[src/rtl/dpf_pkg.sv]
`timescale 1ns/1ps
package dpf_pkg;
  localparam int CH_W   = 8;
  localparam int WORD_W = 2 * CH_W;
  localparam int PIX_W  = 3 * CH_W;
  localparam int SLOTS  = 3;
  localparam int CNT_W  = $clog2(SLOTS + 1);

  typedef enum logic [2:0] {
    MD_B8_P16,
    MD_B8_P18,
    MD_B8_P24,
    MD_W16_P16,
    MD_W16_P24,
    MD_BAD
  } mode_e;

  typedef struct packed {
    logic [CH_W-1:0] r;
    logic [CH_W-1:0] g;
    logic [CH_W-1:0] b;
  } rgb_t;

  typedef logic [SLOTS-1:0][WORD_W-1:0] wordset_t;

  function automatic mode_e decode_mode(input logic bus16, input logic [1:0] depth);
    mode_e m;
    m = MD_BAD;
    if (depth != 2'd3) begin
      if (bus16) begin
        if (depth == 2'd0)      m = MD_W16_P16;
        else if (depth == 2'd2) m = MD_W16_P24;
      end else begin
        if (depth == 2'd0)      m = MD_B8_P16;
        else if (depth == 2'd1) m = MD_B8_P18;
        else                    m = MD_B8_P24;
      end
    end
    return m;
  endfunction
endpackage

[src/rtl/dpf_normalize.sv]
`timescale 1ns/1ps
module dpf_normalize
  import dpf_pkg::*;
(
  input  logic [PIX_W-1:0] pix,
  input  logic             fmt565,
  input  logic             rb_swap,
  output rgb_t             rgb
);
  rgb_t wide;

  always_comb begin
    if (fmt565) begin
      wide.r = {pix[15:11], pix[15:13]};
      wide.g = {pix[10:5],  pix[10:9]};
      wide.b = {pix[4:0],   pix[4:2]};
    end else begin
      wide.r = pix[PIX_W-1:2*CH_W];
      wide.g = pix[2*CH_W-1:CH_W];
      wide.b = pix[CH_W-1:0];
    end
  end

  always_comb begin
    rgb = wide;
    if (rb_swap) begin
      rgb.r = wide.b;
      rgb.b = wide.r;
    end
  end
endmodule

[src/rtl/dpf_packer.sv]
`timescale 1ns/1ps
module dpf_packer
  import dpf_pkg::*;
(
  input  mode_e            mode,
  input  rgb_t             px,
  input  logic             px_last,
  input  logic             pend_v,
  input  logic [CH_W-1:0]  pend_b,
  output wordset_t         words,
  output logic [CNT_W-1:0] n_words,
  output logic             words_last,
  output logic             pend_v_nx,
  output logic [CH_W-1:0]  pend_b_nx
);
  localparam logic [CH_W-1:0] ZB = '0;

  always_comb begin
    words      = '0;
    n_words    = '0;
    words_last = px_last;
    pend_v_nx  = 1'b0;
    pend_b_nx  = '0;
    case (mode)
      MD_B8_P24: begin
        words[0] = {ZB, px.r};
        words[1] = {ZB, px.g};
        words[2] = {ZB, px.b};
        n_words  = CNT_W'(3);
      end
      MD_B8_P18: begin
        words[0] = {ZB, px.r[7:2], 2'b00};
        words[1] = {ZB, px.g[7:2], 2'b00};
        words[2] = {ZB, px.b[7:2], 2'b00};
        n_words  = CNT_W'(3);
      end
      MD_B8_P16: begin
        words[0] = {ZB, px.r[7:3], px.g[7:5]};
        words[1] = {ZB, px.g[4:2], px.b[7:3]};
        n_words  = CNT_W'(2);
      end
      MD_W16_P16: begin
        words[0] = {px.r[7:3], px.g[7:2], px.b[7:3]};
        n_words  = CNT_W'(1);
      end
      MD_W16_P24: begin
        if (pend_v) begin
          words[0] = {pend_b, px.r};
          words[1] = {px.g, px.b};
          n_words  = CNT_W'(2);
        end else if (px_last) begin
          words[0] = {px.r, px.g};
          words[1] = {px.b, ZB};
          n_words  = CNT_W'(2);
        end else begin
          words[0]   = {px.r, px.g};
          n_words    = CNT_W'(1);
          words_last = 1'b0;
          pend_v_nx  = 1'b1;
          pend_b_nx  = px.b;
        end
      end
      default: begin
        words_last = 1'b0;
      end
    endcase
  end
endmodule

[src/rtl/dpf_outq.sv]
`timescale 1ns/1ps
module dpf_outq
  import dpf_pkg::*;
#(
  parameter int NSLOT = SLOTS
) (
  input  logic                         clk,
  input  logic                         rst_n,
  input  logic                         load,
  input  logic [NSLOT-1:0][WORD_W-1:0] ld_words,
  input  logic [CNT_W-1:0]             ld_count,
  input  logic                         ld_last,
  input  logic                         swap_en,
  output logic                         ready_load,
  output logic                         out_valid,
  input  logic                         out_ready,
  output logic [WORD_W-1:0]            out_word,
  output logic                         out_last
);
  logic [NSLOT-1:0][WORD_W-1:0] slot_q, slot_d;
  logic [CNT_W-1:0]             left_q, left_d;
  logic                         last_q, last_d;
  logic                         pop;
  logic                         slot_en;

  assign out_valid  = (left_q != '0);
  assign pop        = out_valid && out_ready;
  assign ready_load = (left_q == '0) || ((left_q == CNT_W'(1)) && out_ready);
  assign slot_en    = load || pop;

  always_comb begin
    left_d = left_q;
    last_d = last_q;
    if (load) begin
      left_d = ld_count;
      last_d = ld_last;
    end else if (pop) begin
      left_d = left_q - CNT_W'(1);
    end
  end

  genvar i;
  generate
    for (i = 0; i < NSLOT; i++) begin : g_slot
      if (i < NSLOT - 1) begin : g_mid
        assign slot_d[i] = load ? ld_words[i] : slot_q[i+1];
      end else begin : g_end
        assign slot_d[i] = load ? ld_words[i] : '0;
      end

      always_ff @(posedge clk or negedge rst_n) begin
        if (!rst_n)       slot_q[i] <= '0;
        else if (slot_en) slot_q[i] <= slot_d[i];
      end
    end
  endgenerate

  always_ff @(posedge clk or negedge rst_n) begin
    if (!rst_n) begin
      left_q <= '0;
      last_q <= 1'b0;
    end else begin
      left_q <= left_d;
      last_q <= last_d;
    end
  end

  always_comb begin
    if (swap_en) out_word = {slot_q[0][CH_W-1:0], slot_q[0][WORD_W-1:CH_W]};
    else         out_word = slot_q[0];
  end

  assign out_last = out_valid && last_q && (left_q == CNT_W'(1));
endmodule

[src/rtl/disp_pix_fmt.sv]
`timescale 1ns/1ps
module disp_pix_fmt
  import dpf_pkg::*;
(
  input  logic              clk,
  input  logic              rst_n,
  input  logic              frame_start,
  input  logic              cfg_bus16,
  input  logic [1:0]        cfg_depth,
  input  logic              cfg_in565,
  input  logic              cfg_byte_swap,
  input  logic              cfg_rb_swap,
  input  logic              in_valid,
  output logic              in_ready,
  input  logic [PIX_W-1:0]  in_pix,
  input  logic              in_last,
  output logic              out_valid,
  input  logic              out_ready,
  output logic [WORD_W-1:0] out_word,
  output logic              out_last,
  output logic              cfg_err
);
  logic rst_meta, rst_core_n;

  always_ff @(posedge clk or negedge rst_n) begin
    if (!rst_n) begin
      rst_meta   <= 1'b0;
      rst_core_n <= 1'b0;
    end else begin
      rst_meta   <= 1'b1;
      rst_core_n <= rst_meta;
    end
  end

  mode_e            mode;
  rgb_t             px;
  wordset_t         pk_words;
  logic [CNT_W-1:0] pk_n;
  logic             pk_last;
  logic             pk_pend_v;
  logic [CH_W-1:0]  pk_pend_b;
  logic             pend_v_q, pend_v_d, pend_eff;
  logic [CH_W-1:0]  pend_b_q, pend_b_d;
  logic             err_d;
  logic             accept, good, load;
  logic             pend_en;

  assign mode     = decode_mode(cfg_bus16, cfg_depth);
  assign good     = (mode != MD_BAD);
  assign accept   = in_valid && in_ready;
  assign load     = accept && good;
  assign pend_eff = pend_v_q && !frame_start;

  dpf_normalize u_norm (
    .pix     (in_pix),
    .fmt565  (cfg_in565),
    .rb_swap (cfg_rb_swap),
    .rgb     (px)
  );

  dpf_packer u_pack (
    .mode       (mode),
    .px         (px),
    .px_last    (in_last),
    .pend_v     (pend_eff),
    .pend_b     (pend_b_q),
    .words      (pk_words),
    .n_words    (pk_n),
    .words_last (pk_last),
    .pend_v_nx  (pk_pend_v),
    .pend_b_nx  (pk_pend_b)
  );

  dpf_outq #(.NSLOT(SLOTS)) u_q (
    .clk        (clk),
    .rst_n      (rst_core_n),
    .load       (load),
    .ld_words   (pk_words),
    .ld_count   (pk_n),
    .ld_last    (pk_last),
    .swap_en    (cfg_byte_swap && cfg_bus16),
    .ready_load (in_ready),
    .out_valid  (out_valid),
    .out_ready  (out_ready),
    .out_word   (out_word),
    .out_last   (out_last)
  );

  always_comb begin
    pend_v_d = pend_eff;
    pend_b_d = pend_b_q;
    if (load) begin
      pend_v_d = pk_pend_v;
      pend_b_d = pk_pend_b;
    end
  end

  assign pend_en = load || frame_start;
  assign err_d   = accept && !good;

  always_ff @(posedge clk or negedge rst_core_n) begin
    if (!rst_core_n) begin
      pend_v_q <= 1'b0;
      pend_b_q <= '0;
    end else if (pend_en) begin
      pend_v_q <= pend_v_d;
      pend_b_q <= pend_b_d;
    end
  end

  always_ff @(posedge clk or negedge rst_core_n) begin
    if (!rst_core_n) cfg_err <= 1'b0;
    else             cfg_err <= err_d;
  end
endmodule

[config.mk]
export PLATFORM = sky130hd
export DESIGN_NAME = disp_pix_fmt
export DESIGN_NICKNAME = d
export VERILOG_FILES = /design/src/rtl/dpf_pkg.sv /design/src/rtl/dpf_normalize.sv /design/src/rtl/dpf_packer.sv /design/src/rtl/dpf_outq.sv /design/src/rtl/disp_pix_fmt.sv
export SDC_FILE = /design/constraint.sdc
export NUM_CORES = 1
export LEC_CHECK = 0
export ABC_CLOCK_PERIOD_IN_PS = 3200
export CAP_MARGIN = 40
export CELL_PAD_IN_SITES_DETAIL_PLACEMENT = 1
export CELL_PAD_IN_SITES_GLOBAL_PLACEMENT = 2
export CORE_AREA = 2 2 106 108
export DETAILED_ROUTE_END_ITERATION = 10
export DIE_AREA = 0 0 108 110
export GPL_TIMING_DRIVEN = 0
export PLACE_DENSITY = 0.79
export REMOVE_ABC_BUFFERS = 1
export SYNTH_ARGS = -nofsm -noshare
export SYNTH_HDL_FRONTEND = slang
export SYNTH_SLANG_ARGS = --single-unit
export TNS_END_PERCENT = 100
[constraint.sdc]
create_clock -name clk -period 3.2 [get_ports clk]
set_input_delay 0.96 -clock clk [delete_from_list [all_inputs] [get_ports clk]]
set_output_delay 0.96 -clock clk [all_outputs]
set_load 0.01 [all_outputs]
==> flow_metrics.tcl <==
set metrics [dict create \
    status "finished, final reports clean" \
    multi_input_area_sq_mm 0.00217 \
    rrSetupSlack_ps 770 \
    cts.sinks 55 \
    maxCapViolations 0 \
    cp-end-kind "flip-flop" \
    grt_pass1_wl_um 19500 \
    netlist_instances 349 \
    start_util_pct 34.3 \
    postCtsHoldBufs 0 \
    synth.distinct_cells 59 \
    vias 3217 \
    cp.arrival_ps 3340 \
    yosysMostFrequentCell "dfrtp_1" \
    grt_max_degree 36 \
    synthTopCellsByArea "dfrtp_1 (38%), mux4_2 (8.6%), mux2_2 (5.8%)" \
    drive_gt1_share_pct 20.3 \
    rows 38 \
    r2r_cells 8 \
    die_y_um 110 \
    setup_viol 0 \
    critPathMaxFanout 16 \
    path_class "in2reg" \
    tightest_slew_ps 921 \
    clk-insertion-delay-late_ps 330 \
    drt_iter0_markers 271 \
    synth_top_area_share_pct 37.5 \
    final-seq-area_sq_mm 0.00138 \
    yosys_warnings 0 \
    clockRootBuffer "clkbuf_8" \
    hold_ws_ps 255 \
    wl_per_cell_um 22.9 \
    final_cells 540 \
    clk_pin_slew_ps 120 \
    cts_tree "done" \
    hold_path_class "reg2async" \
    grt_use_total_pct 22.0 \
    yosysTopAreaCell "dfrtp_1" \
    slew_headroom_pct 38.3 \
    synthFlopType "dfrtp_1" \
    r2r_end "u_q.slot_q[30]$_DFFE_PN0P_" \
    grt_setup_unrepaired "false" \
    die_w_um 108 \
    synth_seq_cells 55 \
    area_delta_synth_final_pct 23.9 \
    antenna_cells 0 \
    final_cell_area_sq_mm 0.00454 \
    dp.cells 530 \
    post_dp_cell_area_sq_mm 0.00440 \
    period_needed_ps 3080 \
    drcViolationCount 0 \
    fin_skew_ps 11.9 \
    drv_slew 0 \
    port_buffers 55 \
    yosysSeqAreaShare_pct 37.5 \
    place.gp.congestion 0.841 \
    antenna_found_initial 0 \
    r2r_start "u_q.left_q[0]$_DFFE_PN0P_" \
    viasPerCell 5.96 \
    routed_wl_um 12400 \
    cts_buffers 5 \
    dp_hpwl_um 8960 \
    ant_nets 0 \
    leakagePower_nw 1.86 \
    io_pins 56 \
    core_sq_mm 0.0107 \
    peakVddDrop_mv 0.313 \
    final_nets 437 \
    powerDensity_mw_per_mm2 559 \
    syn-cell-area_sq_mm 0.00367 \
    total_power_mw 2.54 \
    synth_commonest_cells "dfrtp_1 (55), nand2_1 (40), o21ai_0 (24), mux2_2 (19), o21ai_1 (18)" \
    fin_crit_sh_pct 96.1 \
    htreeDepth 2 \
    postSynthAreaPerCell_sq_um 10.5 \
    synth_edf_count 0 \
    finalHoldViolCount 0 \
    clockBufferDepth 2 \
    fillers 1219 \
    fmax_ghz 0.325 \
    grt_pass1_vias 3363 \
    dr.pass1.iters 4 \
    start_kind "input pin" \
    ys_async_sr_fraction_pct 100 \
    overflow 0 \
    die_area_sq_mm 0.0119 \
    cp.required_ps 3460 \
]
-- metal layers --
metal | GRT usage, % | share of wire, %
met1 | 30.0 | 44
met2 | 36.2 | 48
met3 | 3.00 | 5.5
met4 | 7.42 | 2.3
met5 | 0 | 0
-- cells by family after synthesis --
| logic type | after synthesis | synth area share (%) |
|---|---|---|
| AOI/OAI and AO/OA | 118 | 24.3 |
| xor gates and xnor gates | 1 | 0.239 |
| buffers and inverters | 31 | 4.50 |
| other | 1 | 0.102 |
| and+or+nand+nor | 94 | 13.0 |
| adders and majority gates | 2 | 0.682 |
| DFF | 55 | 37.5 |
| muxes | 47 | 19.6 |
-- layout make-up --
type,instances,share of cell area [%]
sequential,55,30.3
clock inverter,3,1.02
clock buffer,5,1.52
tap,140,3.86
inverter,5,0.413
multi-input combinational,264,47.7
timing repair buffer,68,15.2
-- through the flow --
| stage | TNS (ps) | util (%) | worst slack [ps] |
|---|---|---|---|
| global route | 0 | 42.5 | 40.1 |
| detailed placement | -22210 | 41.1 | -1140 |
| CTS | 0 | 42.4 | 18.6 |
| finish | 0 | 42.5 | 124 |
| floorplan | 0 | - | 505 |
| global placement | -60720 | 39.7 | -1620 |
-- cells in the final DEF, fill, tap and decap left out, types with 3 or more instances in the layout --
cell	netlist	layout
o21ai_1	18	18
dlygate4sd2_1	0	16
a221oi_1	4	4
a22o_1	7	7
buf_2	14	3
a2111oi_2	3	3
nor2b_1	4	4
nand2b_1	3	3
mux2i_1	9	9
and3_1	6	6
a222oi_1	6	6
inv_1	4	4
buf_4	0	6
nand2_1	40	39
clkdlybuf4s50_1	0	35
nand3_1	7	7
clkbuf_8	0	5
a21oi_1	6	6
a32oi_1	4	4
a22oi_1	10	10
a32o_1	4	4
a31oi_1	6	6
o21ai_0	24	24
a21o_1	3	3
buf_12	0	3
mux2_2	19	19
dfrtp_1	55	54
mux2_4	3	3
nor2_1	13	13
and2_1	5	5
mux4_2	14	14
o211ai_1	11	11
nor3_1	4	3
nor3_2	2	3
-- what timing repair did --
action                                  4_1_cts  5_1_grt
pin swaps                                     3        0
gates resized for setup                      29        2
buffers inserted                              1        0
gates cloned                                  1        0
endpoints found under the setup margin       17        3
-- state kept, by name (all words and copies together) (netlist names) --
name,flops
cfg_err,1
pend_b_q,8
pend_v_q,1
rst_core_n,1
rst_meta,1
u_q.last_q,1
u_q.left_q,2
u_q.slot_q,40
-- how the worst max path moves through the flow --
stage / startpoint / end / cells past startpoint
after CTS: cfg_rb_swap / u_q.slot_q[9]$_DFFE_PN0P_ / 4
final: cfg_depth[1] / pend_b_q[2]$_DFFE_PN0P_ / 5
after detailed placement: cfg_bus16 / out_word[3] / 5
after floorplan: cfg_byte_swap / out_word[0] / 2
after global placement: cfg_bus16 / out_word[15] / 4
after global routing: cfg_depth[1] / pend_b_q[2]$_DFFE_PN0P_ / 5
-- power breakdown --
group	total (mW)	internal, mW	switching, mW
logic	1.08	0.493	0.592
clock network	0.501	0.237	0.265
registers	0.952	0.844	0.108
total	2.54	1.57	0.964
-- critical path, cell delays in order --
cell and delay (ps):
clkdlybuf4s50_1 880, nand2b_1 320, or4_1 750, nor2_1 270, a22o_1 160
No activity file was read; power rests on OpenSTA's default activity.
